`src/rtl/irq_arb_pkg.sv`:
```
package irq_arb_pkg;
  localparam int NUM_CH = 2;

  typedef enum logic {
    CH_NORM = 1'b0,
    CH_FAST = 1'b1
  } chan_e;
endpackage

```
`src/rtl/irq_bank_pick.sv`:
```
// Picks the best eligible line inside one bank: ascending scan, ties go to later lines
module irq_bank_pick #(
  parameter int LINES  = 32,
  parameter int PRIO_W = 6,
  localparam int IDX_W = $clog2(LINES)
) (
  input  logic [LINES-1:0]        elig,
  input  logic [LINES*PRIO_W-1:0] prio,
  output logic                    hit,
  output logic [IDX_W-1:0]        best_idx,
  output logic [PRIO_W-1:0]       best_prio
);
  always_comb begin
    hit       = 1'b0;
    best_idx  = '0;
    best_prio = '1;
    for (int i = 0; i < LINES; i++) begin
      if (elig[i] && (!hit || prio[i*PRIO_W +: PRIO_W] <= best_prio)) begin
        hit       = 1'b1;
        best_idx  = IDX_W'(i);
        best_prio = prio[i*PRIO_W +: PRIO_W];
      end
    end
  end
endmodule

```
`src/rtl/irq_bank_merge.sv`:
```
// Merges per-bank winners; a later bank wins a priority tie
module irq_bank_merge #(
  parameter int NBANKS = 3,
  parameter int IDX_W  = 5,
  parameter int PRIO_W = 6,
  parameter int VEC_W  = 7
) (
  input  logic [NBANKS-1:0]        bank_hit,
  input  logic [NBANKS*IDX_W-1:0]  bank_idx,
  input  logic [NBANKS*PRIO_W-1:0] bank_prio,
  output logic                     any,
  output logic [VEC_W-1:0]         vec
);
  logic [PRIO_W-1:0] cur;

  always_comb begin
    any = 1'b0;
    vec = '0;
    cur = '1;
    for (int b = 0; b < NBANKS; b++) begin
      if (bank_hit[b] && (!any || bank_prio[b*PRIO_W +: PRIO_W] <= cur)) begin
        any = 1'b1;
        cur = bank_prio[b*PRIO_W +: PRIO_W];
        vec = VEC_W'(b * (1 << IDX_W)) + VEC_W'(bank_idx[b*IDX_W +: IDX_W]);
      end
    end
  end
endmodule

```
`src/rtl/irq_chan_ctrl.sv`:
```
// One-shot arm / fire / re-arm control for one channel
module irq_chan_ctrl #(
  parameter int VEC_W = 7
) (
  input  logic             clk,
  input  logic             rst_n,
  input  logic             cand_any,
  input  logic [VEC_W-1:0] cand_vec,
  input  logic             glob_en,
  input  logic             rearm,
  output logic             req,
  output logic [VEC_W-1:0] vec
);
  logic arm_q;
  logic fire;

  // a re-arm counts as armed in the same cycle, so it can re-fire at once
  assign fire = (arm_q | rearm) & cand_any & glob_en;

  always_ff @(posedge clk or negedge rst_n) begin
    if (!rst_n) begin
      arm_q <= 1'b1;
      req   <= 1'b0;
      vec   <= '0;
    end else if (fire) begin
      arm_q <= 1'b0;
      req   <= 1'b1;
      vec   <= cand_vec;
    end else if (rearm) begin
      arm_q <= 1'b1;
      req   <= 1'b0;
    end
  end


  reset_state_chk: assert property (@(posedge clk) disable iff (!rst_n)
    $rose(rst_n) |-> (!req && vec == '0 && arm_q));


  fire_latch_chk: assert property (@(posedge clk) disable iff (!rst_n)
    ((arm_q || rearm) && cand_any && glob_en) |=> (req && !arm_q && vec == $past(cand_vec)));


  hold_while_disarmed_chk: assert property (@(posedge clk) disable iff (!rst_n)
    (req && !rearm) |=> (req && $stable(vec)));


  rearm_drop_chk: assert property (@(posedge clk) disable iff (!rst_n)
    (rearm && !cand_any) |=> (!req && arm_q));


  vec_hold_chk: assert property (@(posedge clk) disable iff (!rst_n)
    !cand_any |=> $stable(vec));


  enable_gate_chk: assert property (@(posedge clk) disable iff (!rst_n)
    (!glob_en && !req) |=> !req);
endmodule

```
`src/rtl/irq_prio_arbiter.sv`:
```
module irq_prio_arbiter
  import irq_arb_pkg::*;
#(
  parameter int NUM_BANKS      = 3,
  parameter int LINES_PER_BANK = 32,
  parameter int PRIO_W         = 6,
  localparam int NUM_LINES     = NUM_BANKS * LINES_PER_BANK,
  localparam int VEC_W         = $clog2(NUM_LINES)
) (
  input  logic                        clk,
  input  logic                        rst_n,
  input  logic [NUM_LINES-1:0]        line_pend,
  input  logic [NUM_LINES-1:0]        line_mask,
  input  logic [NUM_LINES-1:0]        line_steer,
  input  logic [NUM_LINES*PRIO_W-1:0] line_prio,
  input  logic                        glob_en,
  input  logic                        rearm_norm,
  input  logic                        rearm_fast,
  output logic                        req_norm,
  output logic                        req_fast,
  output logic [VEC_W-1:0]            vec_norm,
  output logic [VEC_W-1:0]            vec_fast
);
  localparam int IDX_W = $clog2(LINES_PER_BANK);

  logic [NUM_CH-1:0] rearm_ch;
  logic [NUM_CH-1:0] req_ch;
  logic [VEC_W-1:0]  vec_ch [NUM_CH];

  assign rearm_ch[CH_NORM] = rearm_norm;
  assign rearm_ch[CH_FAST] = rearm_fast;
  assign req_norm = req_ch[CH_NORM];
  assign req_fast = req_ch[CH_FAST];
  assign vec_norm = vec_ch[CH_NORM];
  assign vec_fast = vec_ch[CH_FAST];

  for (genvar c = 0; c < NUM_CH; c++) begin : g_ch
    logic [NUM_LINES-1:0]        elig;
    logic [NUM_BANKS-1:0]        b_hit;
    logic [NUM_BANKS*IDX_W-1:0]  b_idx;
    logic [NUM_BANKS*PRIO_W-1:0] b_prio;
    logic                        c_any;
    logic [VEC_W-1:0]            c_vec;

    // steering bit selects the channel: 1 = fast, 0 = normal
    if (c == int'(CH_FAST)) begin : g_fast
      assign elig = line_pend & ~line_mask & line_steer;
    end else begin : g_norm
      assign elig = line_pend & ~line_mask & ~line_steer;
    end

    for (genvar b = 0; b < NUM_BANKS; b++) begin : g_bank
      irq_bank_pick #(
        .LINES (LINES_PER_BANK),
        .PRIO_W(PRIO_W)
      ) u_pick (
        .elig     (elig[b*LINES_PER_BANK +: LINES_PER_BANK]),
        .prio     (line_prio[b*LINES_PER_BANK*PRIO_W +: LINES_PER_BANK*PRIO_W]),
        .hit      (b_hit[b]),
        .best_idx (b_idx[b*IDX_W +: IDX_W]),
        .best_prio(b_prio[b*PRIO_W +: PRIO_W])
      );
    end

    irq_bank_merge #(
      .NBANKS(NUM_BANKS),
      .IDX_W (IDX_W),
      .PRIO_W(PRIO_W),
      .VEC_W (VEC_W)
    ) u_merge (
      .bank_hit (b_hit),
      .bank_idx (b_idx),
      .bank_prio(b_prio),
      .any      (c_any),
      .vec      (c_vec)
    );

    irq_chan_ctrl #(
      .VEC_W(VEC_W)
    ) u_ctrl (
      .clk     (clk),
      .rst_n   (rst_n),
      .cand_any(c_any),
      .cand_vec(c_vec),
      .glob_en (glob_en),
      .rearm   (rearm_ch[c]),
      .req     (req_ch[c]),
      .vec     (vec_ch[c])
    );
  end
endmodule

```
`config.mk`:
```
export PLATFORM = sky130hd
export DESIGN_NAME = irq_prio_arbiter
export DESIGN_NICKNAME = d
export VERILOG_FILES = /design/src/rtl/irq_arb_pkg.sv /design/src/rtl/irq_bank_pick.sv /design/src/rtl/irq_bank_merge.sv /design/src/rtl/irq_chan_ctrl.sv /design/src/rtl/irq_prio_arbiter.sv
export SDC_FILE = /design/constraint.sdc
export NUM_CORES = 2
export LEC_CHECK = 0
export BUFFER_PORTS_ARGS = -buffer_cell sky130_fd_sc_hd__buf_2
export CAP_MARGIN = 20
export CORE_AREA = 2 2 345 347
export DETAILED_ROUTE_END_ITERATION = 10
export DIE_AREA = 0 0 347 349
export GPL_TIMING_DRIVEN = 0
export PLACE_DENSITY_LB_ADDON = 0.08
export SLEW_MARGIN = 20
export SYNTH_ARGS = -nofsm -noshare
export SYNTH_HDL_FRONTEND = slang
export SYNTH_SLANG_ARGS = --single-unit
```
`constraint.sdc`:
```
create_clock -name clk -period 1.6 [get_ports clk]
set_clock_uncertainty 0.05 [all_clocks]
set_input_delay 0.4 -clock clk [delete_from_list [all_inputs] [get_ports clk]]
set_output_delay 0.4 -clock clk [all_outputs]
set_load 0.005 [all_outputs]
```
# Word level (Yosys, flattened, before mapping)
# Index checks and enable logic that the tools add are counted.
dict set report word_totals {
  word_cells 1377
  reg_bits 18
  in_bits 869
}
dict set report classes {
  reduce_logical 572
  bitwise 11
  n_addsub 4
  mux 594
  order_cmp 190
}
# operator n
set op_table {}
lappend op_table {{two-way mux 6 bit} 196}
lappend op_table {{less-or-equal comparator 6 bit} 190}
lappend op_table {{two-way mux 5 bit} 98}
lappend op_table {{bitwise AND 96 bit} 3}
lappend op_table {{two-way mux 1 bit} 212}
lappend op_table {{two-way mux 4 bit} 48}
lappend op_table {{NOT 96 bit} 2}
lappend op_table {{logical AND 1 bit} 190}
lappend op_table {{zero test 1 bit} 190}
lappend op_table {{logical OR 1 bit} 190}
lappend op_table {{two-way mux 3 bit} 24}
lappend op_table {{two-way mux 7 bit} 4}
lappend op_table {{two-way mux 2 bit} 12}
lappend op_table {{adder 6 x 5 -> 7 bit (first input constant)} 2}
lappend op_table {{adder 7 x 5 -> 7 bit (first input constant)} 2}
lappend op_table {{bitwise AND 1 bit} 4}
lappend op_table {{nonzero test 2 bit} 2}
lappend op_table {{bitwise OR 1 bit} 2}

# Logic depth before layout (Yosys ltp)
dict set report depth {
  word_depth 140
  mapped_depth 372
}

# By module
# Synthesis repeated with hierarchy kept, for this count alone.
dict set report unflattened {
  hier_cells 9752
  hier_area_um2 66849.1
}
# module cells_each n_inst area_each_um2
set by_module_without_submodules {}
lappend by_module_without_submodules {{irq_bank_pick at g_ch[0].g_bank[0].u_pick ...} 1545 4 10501.3}
lappend by_module_without_submodules {{irq_bank_pick at g_ch[1].g_bank[1].u_pick} 1601 1 10781.6}
lappend by_module_without_submodules {{irq_bank_pick at g_ch[1].g_bank[2].u_pick} 1583 1 10606.4}
lappend by_module_without_submodules {irq_prio_arbiter 192 1 1681.6}
lappend by_module_without_submodules {irq_bank_merge 77 2 543.0}
lappend by_module_without_submodules {irq_chan_ctrl 21 2 344.1}

# Worst setup path before layout
# OpenSTA, ideal clock, no wires.
dict set report synth_timing {
  kind {input port to flip-flop}
  from {input line_mask[0]}
  to {register g_ch[1].u_ctrl.vec[4]}
  t_arrival_ns 59.508
  setup_time_ns 0.142
  setup_slack_ns -58.100
  stages 317
  cell_sequence {nand3b_1 -> nor2_1 -> ha_1 -> nand3b_1 -> a2111o_1 -> a21o_1 -> a21boi_1 -> nand2b_1 -> nor2_1 -> a21oi_1 -> inv_1 -> ha_1 -> nand2_1 -> o21ai_0 -> a211o_1 -> a22oi_2 -> nor2_1 -> buf_4 -> [... 281 more ...] -> nand2_1 -> and2_1 -> clkbuf_1 -> a31oi_1 -> o21ai_1 -> ha_1 -> nor2b_1 -> o21a_1 -> o21a_1 -> o21ai_0 -> nand2b_1 -> a21oi_1 -> o31a_1 -> o21ai_0 -> nor2_1 -> nand4_1 -> o22ai_1 -> o221ai_1}
}
dict set report synth_via {
  elab_chain_cells 139
  elab_cells_between_ends 225
  classes_between {33 x order compare; 88 x mux; 5 x bitwise; 99 x reduce/logical}
}
# element line
set synth_rtl {}
lappend synth_rtl {{start: declaration} irq_prio_arbiter.sv:13} ;# input logic [NUM_LINES-1:0] line_mask,
lappend synth_rtl {{NOT 96 bit (*)} irq_prio_arbiter.sv:47} ;# assign elig = line_pend & ~line_mask & line_steer;
lappend synth_rtl {{bitwise AND 96 bit (*) (2 in series)} irq_prio_arbiter.sv:47}
lappend synth_rtl {{two-way mux 6 bit or two-way mux 1 bit (tied branches)} irq_bank_pick.sv:18} ;# if (elig[i] && (!hit || prio[i*PRIO_W +: PRIO_W] <= best_prio)) begin
lappend synth_rtl {{less-or-equal comparator 6 bit or zero test 1 bit (tied branches)} irq_bank_pick.sv:18}
lappend synth_rtl {{logical OR 1 bit} irq_bank_pick.sv:18}
lappend synth_rtl {{logical AND 1 bit} irq_bank_pick.sv:18}
lappend synth_rtl {{two-way mux 6 bit or two-way mux 1 bit (tied branches)} irq_bank_pick.sv:18}
lappend synth_rtl {{less-or-equal comparator 6 bit or zero test 1 bit (tied branches)} irq_bank_pick.sv:18}
lappend synth_rtl {{[... 121 more ...]} --}
lappend synth_rtl {{logical OR 1 bit} irq_bank_merge.sv:21} ;# if (bank_hit[b] && (!any || bank_prio[b*PRIO_W +: PRIO_W] <= cur)) begin
lappend synth_rtl {{logical AND 1 bit} irq_bank_merge.sv:21}
lappend synth_rtl {{two-way mux 6 bit or two-way mux 1 bit (tied branches)} irq_bank_merge.sv:21}
lappend synth_rtl {{less-or-equal comparator 6 bit or zero test 1 bit (tied branches)} irq_bank_merge.sv:21}
lappend synth_rtl {{logical OR 1 bit} irq_bank_merge.sv:21}
lappend synth_rtl {{logical AND 1 bit} irq_bank_merge.sv:21}
lappend synth_rtl {{two-way mux 1 bit} irq_bank_merge.sv:21}
lappend synth_rtl {{bitwise AND 1 bit (2 in series)} irq_chan_ctrl.sv:18} ;# assign fire = (arm_q | rearm) & cand_any & glob_en;
lappend synth_rtl {{end signal: assignment} irq_chan_ctrl.sv:28} ;# vec <= cand_vec;
lappend synth_rtl {{end: declaration} irq_chan_ctrl.sv:12} ;# output logic [VEC_W-1:0] vec
# Every way passes the cells marked *; elsewhere a longest branch is shown, timed or not.
# A chain may end at the register's enable or synchronous reset.

# Worst setup path in the final report
# Ends and elaborated chain as after synthesis.

==> reports/metrics.cfg <==
[clock_tree]
cts_tree = built
clock_path_buffers = 2
clk_pin_slew_ps = 60
clkLatencyLatePin_ps = 260
holdBufCountCts = 0
numClockSinks = 18
cts_root_buf = clkbuf_16
numCtsBuffers = 3
htreeDepth = 1

[grt]
grt_pass1_wl_um = 336300
gr-total-overflow = 0
grt_pass1_vias = 60162
antenna_found_initial = 162
grtUsageTotal = 0.3464
grt_max_degree = 19

[timing]
fmax_mhz = 17.77
relSlewSlack = 0.1656
period_share = 35.18
drv_slew = 0
finalSetupViolCount = 18
worstMarginPinSlew_ps = 1249
rsz0062_at_grt = true
hold_viol_final = 0
min_period_ps = 56290
setup_slack_ps = -54690

[worst_setup_path]
cp_num_buf_inv = 49
cpMaxStageDelayCell = or4_4
rr_endpoint = g_ch[0].u_ctrl.vec[2]
cp_common_cell = ha_4
regToRegSetupSlack_ps = -110
crit_path_start_kind = input pin
r2r-start = g_ch[0].u_ctrl.arm_q
endpoint_kind = flop
cp.required_ps = 1670
max_stage_delay_ps = 500
crit_type = in2reg
arrival_ps = 56360
r2r_cells = 5
crit_family = compound AO/OA/AOI/OAI gates
cp_max_fo = 7

[layout]
final_nets = 11126
layout-drive-gt1-share = 0.3576
stdcell_area_mm2 = 0.07298
fillers = 10883
multi_input_area_mm2 = 0.05460
fin_util = 0.6214
most-common-layout-cells = ha_1, buf_4, buf_2
ff_latch_area_um2 = 452.9
mostFrequentLayoutCell = ha_1
syn2layout_area_growth_pct = 41.18

[place]
port-buffer-count = 860
dpl_cell_area_mm2 = 0.05983
dp_hpwl_um = 185300
globalplace.congestion = 0.9726
dp_slack_ps = -61070

[yosys]
synth_ff_type = dfrtp_1
avgSynthCellArea_um2 = 6.892
async_reset_ff_frac = 1.000
synthCells = 7500
synth_area_mm2 = 0.05169
ys_seq_elements = 18
ys_seq_area_frac = 0.008762
ys_types = 137
synth_edf_count = 0
ys_warn_count = 0
syn_nets = 9403

[die]
std_cell_rows = 126
start_util = 0.4401
ios = 885
dieHeight_um = 349
core_area_mm2 = 0.1175
dieArea_mm2 = 0.1211
die_w_um = 347

[routing]
ant_nets = 0
wl_per_cell_um = 21.02
drtIter0Drc = 4496
totalWireLength_um = 228000
drc = 0
num_vias = 64078
first_pass_iters = 6
avgViaCountPerCell = 5.907

[outcome]
status = finished, violations left
violations = setup timing

[min_path]
hold_class = in2async

[power_and_ir_drop]
power.total_mw = 96.24
ir_drop_uv = 1085
powerDensity_mw_per_mm2 = 1319
p_leak_nw = 36.31

[job]
maxCapViolCount = 0

-- state kept, by name (all words and copies together), names as in the netlist --
name,cells
g_ch.u_ctrl.req,2
g_ch.u_ctrl.arm_q,2
g_ch.u_ctrl.vec,14
-- kinds of logic (layout without fill, tap and decap cells) --
kind of cell / Yosys count / in the layout / synth area share
buffers and inverters: 965 / 2684 / 0.07680
AOI/OAI and AO/OA: 2120 / 2120 / 0.2675
and+or+nand+nor: 2741 / 2744 / 0.2717
xor gates and xnor gates: 50 / 50 / 0.008471
muxes: 567 / 567 / 0.1155
adders and majority gates: 1039 / 1039 / 0.2513
DFF: 18 / 18 / 0.008762
other: 0 / 89 / 0
-- repair_timing --
action                                  in CTS  in global routing
resized for setup                          968                537
gates cloned                                 9                  1
setup buffers                              659                211
pin swaps                                  435                278
endpoints found under the setup margin      18                 18
-- worst max path at each step --
| stage | to | slack, ps | cells past startpoint | from |
|---|---|---|---|---|
| 6_report | g_ch[1].u_ctrl.vec[4] | -54690 | 325 | line_mask[0] |
| 5_1_grt | g_ch[1].u_ctrl.vec[4] | -56990 | 326 | line_mask[0] |
| 4_1_cts | g_ch[1].u_ctrl.vec[3] | -53400 | 322 | line_mask[0] |
| 3_5_place_dp | g_ch[0].u_ctrl.vec[4] | -61070 | 358 | line_steer[64] |
| 3_3_place_gp | g_ch[1].u_ctrl.vec[4] | -60180 | 357 | line_mask[32] |
| 2_1_floorplan | g_ch[1].u_ctrl.vec[4] | -52570 | 342 | line_mask[64] |
-- power breakdown --
part | total, mW | internal, mW | switching (mW)
Combinational | 94.9 | 44.7 | 50.2
Clock | 0.591 | 0.382 | 0.209
Sequential | 0.769 | 0.661 | 0.108
-- layer usage --
layer	global-route usage	vias to the layer above	routed length, um
li1	-	31023	-
met1	0.4387	30021	94290
met2	0.5704	2390	103900
met3	0.05935	538	18440
met4	0.1610	106	10600
met5	0	-	688
-- Yosys cell counts (24+ instances only) --
cell type / n / area share
o21a_1: 216 / 0.031
and4_1: 29 / 0.0049
o31a_1: 53 / 0.0090
and3b_1: 68 / 0.012
a21o_1: 114 / 0.017
o21ai_0: 492 / 0.048
a311oi_1: 24 / 0.0041
ha_1: 1034 / 0.25
mux2i_1: 349 / 0.068
nor3_1: 92 / 0.0089
nand2_1: 656 / 0.048
nor2b_1: 258 / 0.031
nand2b_1: 153 / 0.019
inv_1: 767 / 0.056
clkbuf_1: 107 / 0.0078
xnor2_1: 44 / 0.0075
and2_1: 52 / 0.0063
nand3b_1: 48 / 0.0070
and3_1: 50 / 0.0061
nor4_1: 34 / 0.0041
o31ai_1: 54 / 0.0078
o22ai_1: 56 / 0.0068
a31oi_1: 69 / 0.0084
nand4_1: 162 / 0.020
a211o_1: 24 / 0.0041
or2_2: 34 / 0.0041
nor3b_1: 98 / 0.014
o211ai_1: 35 / 0.0051
a211oi_1: 59 / 0.0086
o21ai_1: 53 / 0.0051
nor2_1: 744 / 0.054
or3_1: 39 / 0.0047
mux2_2: 209 / 0.046
a21oi_1: 586 / 0.057
nand3_1: 132 / 0.013
-- layout make-up --
| class | count | area share |
|---|---|---|
| Antenna cell | 89 | 0.003052 |
| Clock buffer | 4 | 0.001217 |
| Tap cell | 1536 | 0.02633 |
| Sequential cell | 18 | 0.006206 |
| Inverter | 774 | 0.04002 |
| Timing Repair Buffer | 1732 | 0.1513 |
| Buffer | 174 | 0.02376 |
| Multi-Input combinational cell | 6520 | 0.7481 |
-- per-stage QoR --
stage	setup TNS, ps	hold slack (ps)	std cells
3_3_place_gp	-861960	324.7	9896
5_1_grt	-812680	75.55	10834
2_1_floorplan	-738780	54.41	7500
4_1_cts	-760350	52.81	10547
3_5_place_dp	-874460	328.7	9896
6_report	-776470	40.34	10847
(Power assumes the default switching activity.)
